==> src/rtl/xbus_gap_pkg.sv <==
package xbus_gap_pkg;
  typedef enum logic [2:0] {
    SQ_IDLE = 3'd0,
    SQ_TI   = 3'd1,
    SQ_T1   = 3'd2,
    SQ_T2   = 3'd3,
    SQ_T3   = 3'd4
  } seq_t;

  localparam logic [1:0] PIN_IDLE = 2'b00;
  localparam logic [1:0] PIN_T1   = 2'b01;
  localparam logic [1:0] PIN_T2   = 2'b10;
  localparam logic [1:0] PIN_T3   = 2'b11;
endpackage

==> src/rtl/xbus_gap_policy.sv <==
module xbus_gap_policy #(
  parameter int AREA_W = 3
) (
  input  logic              chained,
  input  logic              prev_write,
  input  logic [AREA_W-1:0] prev_area,
  input  logic              next_write,
  input  logic [AREA_W-1:0] next_area,
  input  logic [1:0]        mode,
  output logic              need_gap
);
  logic rr_hit;
  logic rw_hit;

  always_comb begin
    rr_hit   = !next_write && (next_area != prev_area) && (mode != 2'b00);
    rw_hit   = next_write && mode[1];
    need_gap = chained && !prev_write && (rr_hit || rw_hit);
  end
endmodule

==> src/rtl/xbus_gap_timer.sv <==
module xbus_gap_timer #(
  parameter int LEN_W = 2
) (
  input  logic             clk,
  input  logic             rst_n,
  input  logic             load,
  input  logic [LEN_W-1:0] load_val,
  input  logic             count,
  output logic             last
);
  logic [LEN_W-1:0] cnt_q;

  always_ff @(posedge clk or negedge rst_n) begin
    if (!rst_n) cnt_q <= '0;
    else if (load) cnt_q <= load_val;
    else if (count && cnt_q != '0) cnt_q <= cnt_q - 1'b1;
  end

  assign last = (cnt_q == '0);

  AST_NO_UNDERFLOW: assert property (@(posedge clk) disable iff (!rst_n)
    (count && !load && last) |=> last);
endmodule

==> src/rtl/xbus_idle_gap.sv <==
module xbus_idle_gap
  import xbus_gap_pkg::*;
#(
  parameter int AREA_W = 3,
  parameter int ADDR_W = 16,
  parameter int LEN_W  = 2
) (
  input  logic              clk,
  input  logic              rst_n,
  input  logic [1:0]        idle_mode,
  input  logic [LEN_W-1:0]  idle_len,
  input  logic              req_valid,
  output logic              req_ready,
  input  logic              req_write,
  input  logic [AREA_W-1:0] req_area,
  input  logic [ADDR_W-1:0] req_addr,
  output logic [1:0]        bus_state,
  output logic              idle_ins,
  output logic [ADDR_W-1:0] bus_addr,
  output logic              addr_oe,
  output logic              rd_stb,
  output logic              wr_stb,
  output logic              data_oe
);
  seq_t              st_q, st_d;
  logic              cur_wr_q;
  logic [AREA_W-1:0] cur_area_q;
  logic [ADDR_W-1:0] cur_addr_q;
  logic              at_end;
  logic              take;
  logic              need_gap;
  logic              gap_last;

  assign at_end    = (st_q == SQ_T3) || (st_q == SQ_T2 && cur_wr_q);
  assign req_ready = (st_q == SQ_IDLE) || at_end;
  assign take      = req_valid && req_ready;

  xbus_gap_policy #(.AREA_W(AREA_W)) u_policy (
    .chained   (at_end),
    .prev_write(cur_wr_q),
    .prev_area (cur_area_q),
    .next_write(req_write),
    .next_area (req_area),
    .mode      (idle_mode),
    .need_gap  (need_gap)
  );

  xbus_gap_timer #(.LEN_W(LEN_W)) u_timer (
    .clk     (clk),
    .rst_n   (rst_n),
    .load    (take && need_gap),
    .load_val(idle_len),
    .count   (st_q == SQ_TI),
    .last    (gap_last)
  );

  always_comb begin
    st_d = st_q;
    case (st_q)
      SQ_TI:   st_d = gap_last ? SQ_T1 : SQ_TI;
      SQ_T1:   st_d = SQ_T2;
      SQ_T2:   st_d = cur_wr_q ? SQ_IDLE : SQ_T3;
      SQ_T3:   st_d = SQ_IDLE;
      default: st_d = SQ_IDLE;
    endcase
    if (take) st_d = need_gap ? SQ_TI : SQ_T1;
  end

  always_ff @(posedge clk or negedge rst_n) begin
    if (!rst_n) begin
      st_q       <= SQ_IDLE;
      cur_wr_q   <= 1'b1;
      cur_area_q <= '0;
      cur_addr_q <= '0;
    end else begin
      st_q <= st_d;
      if (take) begin
        cur_wr_q   <= req_write;
        cur_area_q <= req_area;
        cur_addr_q <= req_addr;
      end
    end
  end

  always_comb begin
    bus_state = PIN_IDLE;
    case (st_q)
      SQ_T1:   bus_state = PIN_T1;
      SQ_T2:   bus_state = PIN_T2;
      SQ_T3:   bus_state = PIN_T3;
      default: bus_state = PIN_IDLE;
    endcase
  end

  assign idle_ins = (st_q == SQ_TI);
  assign addr_oe  = (st_q == SQ_T1) || (st_q == SQ_T2) || (st_q == SQ_T3);
  assign bus_addr = cur_addr_q;
  assign rd_stb   = !cur_wr_q && ((st_q == SQ_T2) || (st_q == SQ_T3));
  assign wr_stb   = cur_wr_q && (st_q == SQ_T2);
  assign data_oe  = cur_wr_q && ((st_q == SQ_T1) || (st_q == SQ_T2));

  AST_GAP_QUIET: assert property (@(posedge clk) disable iff (!rst_n)
    idle_ins |-> (!addr_oe && !rd_stb && !wr_stb && !data_oe && bus_state == PIN_IDLE));
  AST_READ_HAS_T3: assert property (@(posedge clk) disable iff (!rst_n)
    (bus_state == PIN_T2 && rd_stb && !take) |=> (bus_state == PIN_T3));
  AST_IDLE_START: assert property (@(posedge clk) disable iff (!rst_n)
    (take && st_q == SQ_IDLE) |=> (bus_state == PIN_T1));
  AST_MODE_OFF: assert property (@(posedge clk) disable iff (!rst_n)
    (take && idle_mode == 2'b00) |=> !idle_ins);
  AST_RW_MODE01: assert property (@(posedge clk) disable iff (!rst_n)
    (take && rd_stb && req_write && idle_mode == 2'b01) |=> (bus_state == PIN_T1));
  AST_GAP_TO_T1: assert property (@(posedge clk) disable iff (!rst_n)
    (idle_ins && !$past(idle_ins)) |-> !req_ready);
endmodule

==> config.mk <==
export PLATFORM = sky130hd
export DESIGN_NAME = xbus_idle_gap
export DESIGN_NICKNAME = d
export VERILOG_FILES = /design/src/rtl/xbus_gap_pkg.sv /design/src/rtl/xbus_gap_policy.sv /design/src/rtl/xbus_gap_timer.sv /design/src/rtl/xbus_idle_gap.sv
export SDC_FILE = /design/constraint.sdc
export NUM_CORES = 1
export LEC_CHECK = 0
export BUFFER_PORTS_ARGS = -buffer_cell sky130_fd_sc_hd__buf_2
export CAP_MARGIN = 0
export CORE_MARGIN = 2
export CORE_UTILIZATION = 46
export CTS_CLUSTER_SIZE = 30
export DETAILED_ROUTE_END_ITERATION = 8
export PLACE_DENSITY = 0.83
export RECOVER_POWER = 25
export SETUP_SLACK_MARGIN = 0.3
export SLEW_MARGIN = 20
export SYNTH_ARGS = -nofsm -noshare
export SYNTH_HDL_FRONTEND = slang
export SYNTH_SLANG_ARGS = --single-unit
==> constraint.sdc <==
create_clock -name clk -period 2.4 [get_ports clk]
set_input_delay 0.48 -clock clk [delete_from_list [all_inputs] [get_ports clk]]
set_output_delay 0.48 -clock clk [all_outputs]
set_load 0.005 [all_outputs]
# --- Yosys cells after proc, flatten, opt, wreduce, memory -nomap -nowiden ---
# Cells that the tools add are included.
totals:
  register_bits: 25
  input_bits: 27
  out_inout_bits: 24
  elab_cells: 43
classes:
  addsub: 1
  n_eq_ne: 5
  n_mux: 8
  n_reduce_logical: 24
ops:
  columns: ["operator", "count"]
  rows:
  - ["logical AND 1 bit", 11]
  - ["case mux 3 bit (3 select lines)", 1]
  - ["2-to-1 mux 2 bit", 4]
  - ["equality test 3 x 2 -> 1 bit (second input constant)", 2]
  - ["logical OR 1 bit", 6]
  - ["2-to-1 mux 3 bit", 2]
  - ["case mux 2 bit (3 select lines)", 1]
  - ["nonzero test 2 bit", 3]
  - ["equality test 3 x 1 -> 1 bit (second input constant)", 1]
  - ["equality test 3 bit (second input constant)", 1]
  - ["zero test 3 bit", 1]
  - ["!= test 3 bit", 1]
  - ["zero test 1 bit", 2]
  - ["zero test 2 bit", 1]
  - ["subtractor 2 x 1 -> 2 bit (second input constant)", 1]

# --- Logic depth before layout (Yosys ltp) ---
depth:
  word_depth: 7
  mapped_depth: 6

# --- By module ---
# Synthesis repeated with hierarchy kept, for this count alone.
hier_totals:
  hier_cells: 168
  area_unflattened_um2: 1769.2
by_module_without_submodules:
  columns: ["mod", "n_inst", "cells_each", "area_each_um2"]
  rows:
  - ["xbus_idle_gap", 1, 148, 1574.0]
  - ["xbus_gap_timer", 1, 13, 132.6]
  - ["xbus_gap_policy", 1, 7, 62.6]

# --- Least setup slack after synthesis ---
# OpenSTA, ideal clock, no wires.
synth_timing:
  path_type: "reg-to-reg"
  startpoint: "reg st_q[2]"
  endpoint: "reg u_timer.cnt_q[0]"
  arrival_ns: 1.602
  slack_ns: 0.673
  stages_incl_launch_ff: 6
  path_buffers: 1
  synth_period_minus_slack_ns: 1.727
  cell_sequence: "dfrtp_1 buf_6 or3b_4 o21bai_4 nor4b_4 mux2_2"
synth_via:
  elab_chain_cells: 7
  elab_cells_between_ends: 14
  classes_between: "3 x eq/ne; 1 x mux; 10 x reduce/logical"
synth_rtl:
  columns: ["element", "line", "text"]
  rows:
  - ["start: declaration", "xbus_idle_gap.sv:25", "seq_t st_q, st_d;"]
  - ["start signal: assignment", "xbus_idle_gap.sv:76", "st_q <= st_d;"]
  - ["equality test 3 x 2 -> 1 bit", "xbus_idle_gap.sv:34", "assign at_end = (st_q == SQ_T3) || (st_q == SQ_T2 && cur_wr_q);"]
  - ["logical AND 1 bit", "xbus_idle_gap.sv:34", null]
  - ["logical OR 1 bit", "xbus_idle_gap.sv:34", null]
  - ["logical OR 1 bit / logical AND 1 bit (equally long branches)", "xbus_idle_gap.sv:35, xbus_gap_policy.sv:18", null]
  - ["logical AND 1 bit, on equally long branches", "xbus_idle_gap.sv:36, xbus_gap_policy.sv:18", null]
  - ["logical AND 1 bit", "xbus_idle_gap.sv:51", ".load (take && need_gap),"]
  - ["2-to-1 mux 2 bit / nonzero test 2 bit (equally long branches)", null, null]
  - ["end signal: assignment", "xbus_gap_timer.sv:15", "else if (load) cnt_q <= load_val;"]
  - ["end signal: assignment", "xbus_gap_timer.sv:16", "else if (count && cnt_q != '0) cnt_q <= cnt_q - 1'b1;"]
  - ["end: declaration", "xbus_gap_timer.sv:11", "logic [LEN_W-1:0] cnt_q;"]
# Parallel ways exist; a longest one is shown, timed or not.
# A chain may end at the register's enable or synchronous reset.

# --- Worst setup path after layout ---
layout_timing:
  startpoint: "reg st_q[0]"
  endpoint: "out rd_stb"
layout_via:
  elab_chain_cells: 3
  elab_cells_between_ends: 4
  classes_between: "2 x eq/ne; 2 x reduce/logical"
layout_rtl:
  columns: ["element", "line", "text"]
  rows:
  - ["equality test 3 x 2 -> 1 bit / equality test 3 bit (equally long branches)", "xbus_idle_gap.sv:98", "assign rd_stb = !cur_wr_q && ((st_q == SQ_T2) || (st_q == SQ_T3));"]
  - ["logical OR 1 bit (*)", "xbus_idle_gap.sv:98", null]
  - ["logical AND 1 bit (*)", "xbus_idle_gap.sv:98", null]
  - ["end: declaration", "xbus_idle_gap.sv:21", "output logic rd_stb,"]
# Every way passes the cells marked *; elsewhere a longest branch is shown, timed or not.

==> results_dict.tcl <==
set metrics [dict create \
    multi_input_area_um2 478 \
    fin_ws_ps 463 \
    numCtsBuffers 3 \
    synth_area_per_cell_um2 13.2 \
    grt_remaining_overflow 0 \
    rsz0062_at_grt "false" \
    relSlewSlack_pct 15.1 \
    regToRegSetupSlack_ps 590 \
    antenna_found_initial 0 \
    count_of_mapped_cells_out_of_synthesis 87 \
    synth.net_count 115 \
    total_leakage_power_nw 0.723 \
    worst_pin_slew_ps 1270 \
    max_freq_mhz 516 \
    hold_path.startpoint "req_addr[4]" \
    maxCapViolations 0 \
    floorplan.io_pins 51 \
    via_count 823 \
    crit_type "flip-flop to primary output" \
    start_util_pct 47.5 \
    timing.final.crit_period_ps 1940 \
    synth.area.top_cells "sky130_fd_sc_hd__dfrtp_1 52%, sky130_fd_sc_hd__mux2_2 22%, sky130_fd_sc_hd__dfstp_2 2.3%, sky130_fd_sc_hd__nor2_1 2.3%, sky130_fd_sc_hd__xor2_1 2.3%" \
    via_per_instance_ratio 4.84 \
    powerDensity_nw_per_um2 1230 \
    detailedRoute.firstPassIterationCount 4 \
    cts_tree "built" \
    dr.first_iter.drc_count 12 \
    critPathMaxFanout 6 \
    ctsRootBufferMaster "sky130_fd_sc_hd__clkbuf_4" \
    crit_slowest_cell "sky130_fd_sc_hd__dfrtp_1" \
    commonest_cells_in_the_synthesized_netlist "24 x sky130_fd_sc_hd__dfrtp_1, 22 x sky130_fd_sc_hd__mux2_2, 7 x sky130_fd_sc_hd__nor2_1, 5 x sky130_fd_sc_hd__inv_1" \
    timing.critical_path.required_ps 1920 \
    worst_setup_path_end_kind "primary output" \
    fin_crit_sh_pct 80.7 \
    count_of_state_elements_after_synthesis 25 \
    antennaDiodeCount 0 \
    synth.yosys.warnings 0 \
    post_route_cells_drive_above_1_share_pct 58.6 \
    synth_flop_cell "sky130_fd_sc_hd__dfrtp_1" \
    gr-max-usage-layer "met2" \
    numPlacedInstances 166 \
    cp.arrival_ps 1460 \
    ant_nets 0 \
    grt_usage_pct 15.3 \
    hold_violations 0 \
    critical_path.startpoint "st_q[0]" \
    num-fill-cells 196 \
    timing.clock.skew_ps 4.57 \
    cts_sinks 25 \
    synth_largest_type_area_fraction_pct 52.5 \
    hold_path.class "primary input to flip-flop" \
    grt.met3_usage_pct 2.50 \
    grt_use_met1_pct 18.7 \
    worst-path-buf-inv 1 \
    most_repeated_cell_in_the_gate_level_netlist_after_synthesis "sky130_fd_sc_hd__dfrtp_1" \
    fraction_of_registers_with_async_set_reset_pct 100 \
    regArea_um2 628 \
    globalRouteMet2Util_pct 26.4 \
    clock_tree.htree_level_count 1 \
    fin_nets 169 \
    design.die.area_um2 2900 \
    cts_buffer_depth 2 \
    ys_seq_area_share_pct 54.8 \
    setup_tns_ps 0 \
    cp_cell_sequence "or3b_4 > a21oi_1 > buf_2" \
    grt_pass1_vias 733 \
    drc 0 \
    post_layout_nonfiller_instances 170 \
    worst_path_largest_cell_delay_ps 450 \
    dp.final_hpwl_um 1700 \
    crit-reg2reg-launch "st_q[0]" \
    crit_path_start_kind "flip-flop" \
    die_width_um 53.9 \
    vdd_ir_drop_max_v 0.000712 \
    area_growth_syn_to_layout_pct 27.2 \
    syn-cell-area_um2 1140 \
    outcome "completed" \
    number_of_flops_mapped_to_enable_cells_by_yosys 0 \
    design.core.area_um2 2410 \
    drv_slew 0 \
    floorplan.rows 18 \
    cell_type_with_the_highest_aggregate_area_in_the_netlist "sky130_fd_sc_hd__dfrtp_1" \
    largest_net_degree_at_the_start_of_global_routing 26 \
    worst_setup_hold_path_clk_slew_ps 140 \
    place.gp.congestion 0.679 \
    dp_slack_ps 523 \
    placement.io_buffers 50 \
    route.final.wire_length_um 2120 \
    route.detailed.wl_per_inst_um 12.4 \
    die_y_um 53.9 \
    number_of_distinct_library_cell_variants_in_the_gate_level_netlist_after_synthesis 24 \
    worst_skew_pair.late_latency_ps 310 \
    worst_path_dominant_cell_family "flip-flops" \
    grt_pass1_wl_um 3150 \
    finalSetupViolations 0 \
]
sequential cells by signal, summed over array words and instances, names as in the netlist:
name	count
u_timer.cnt_q	2
cur_wr_q	1
bus_addr	16
st_q	3
cur_area_q	3
what timing repair did:
item | 4_1_cts | 5_1_grt
setup endpoints to repair | 0 | 1
hold buffers | 0 | 0
buffers inserted | 0 | 0
resized for setup | 0 | 1
report_power, final:
part	internal, mW	switching, mW	total (mW)
registers	0.643	0.137	0.780
logic	0.478	0.345	0.823
clock network	0.0635	0.126	0.189
total	1.18	0.607	1.79
area by class of cell:
type,instances,share of cell area (%)
multi-input combinational,54,32.8
clock buffer,3,1.55
inverter,5,1.29
sequential,25,43.1
tap,30,2.58
clock inverter,1,0.515
timing repair buffer,52,18.1
per-stage QoR:
| stage | area, µm² | utilization [%] | hold slack (ps) | total power [mW] |
|---|---|---|---|---|
| 4_1_cts | 1460 | 60.4 | 132 | 1.82 |
| 5_1_grt | 1460 | 60.4 | 360 | 1.94 |
| 2_1_floorplan | 1140 | - | 184 | 1.30 |
| 6_report | 1460 | 60.4 | 381 | 1.79 |
| 3_3_place_gp | 1430 | 59.2 | 481 | 1.58 |
| 3_5_place_dp | 1430 | 59.2 | 490 | 1.63 |
cell usage in the layout, fill, tap and decap left out, drive strengths merged, types with 3 or more instances in the layout:
master	synthesis	final
buf	3	51
xor2	3	3
clkbuf	0	4
nor3	3	3
mux2	22	22
nor2	7	7
inv	5	5
dfrtp	24	24
cell families after synthesis:
group,share of synthesized area (%)
compound gates,4.70
xor+xnor,3.83
fa+ha+maj,1.09
buf+inv,3.50
flops,54.8
mux,22.5
simple gates,9.62
layer usage:
metal | wire length (µm) | part of all wire [%] | up-vias
met2 | 1150 | 54 | 24
met3 | 102 | 4.8 | 0
met5 | 0 | 0 | -
li1 | - | - | 403
met4 | 0 | 0 | 0
met1 | 867 | 41 | 396
path summary, 6_finish.rpt:
check	end	cells after the start
worst max-delay path	rd_stb	3
worst min-delay path	bus_addr[4]	2
worst max register to register	u_timer.cnt_q[0]	4
worst min register to register	bus_addr[15]	1
max in group asynchronous	st_q[2]	1
min in group asynchronous	bus_addr[4]	1
Note: power is estimated with default switching activity, not from simulation.
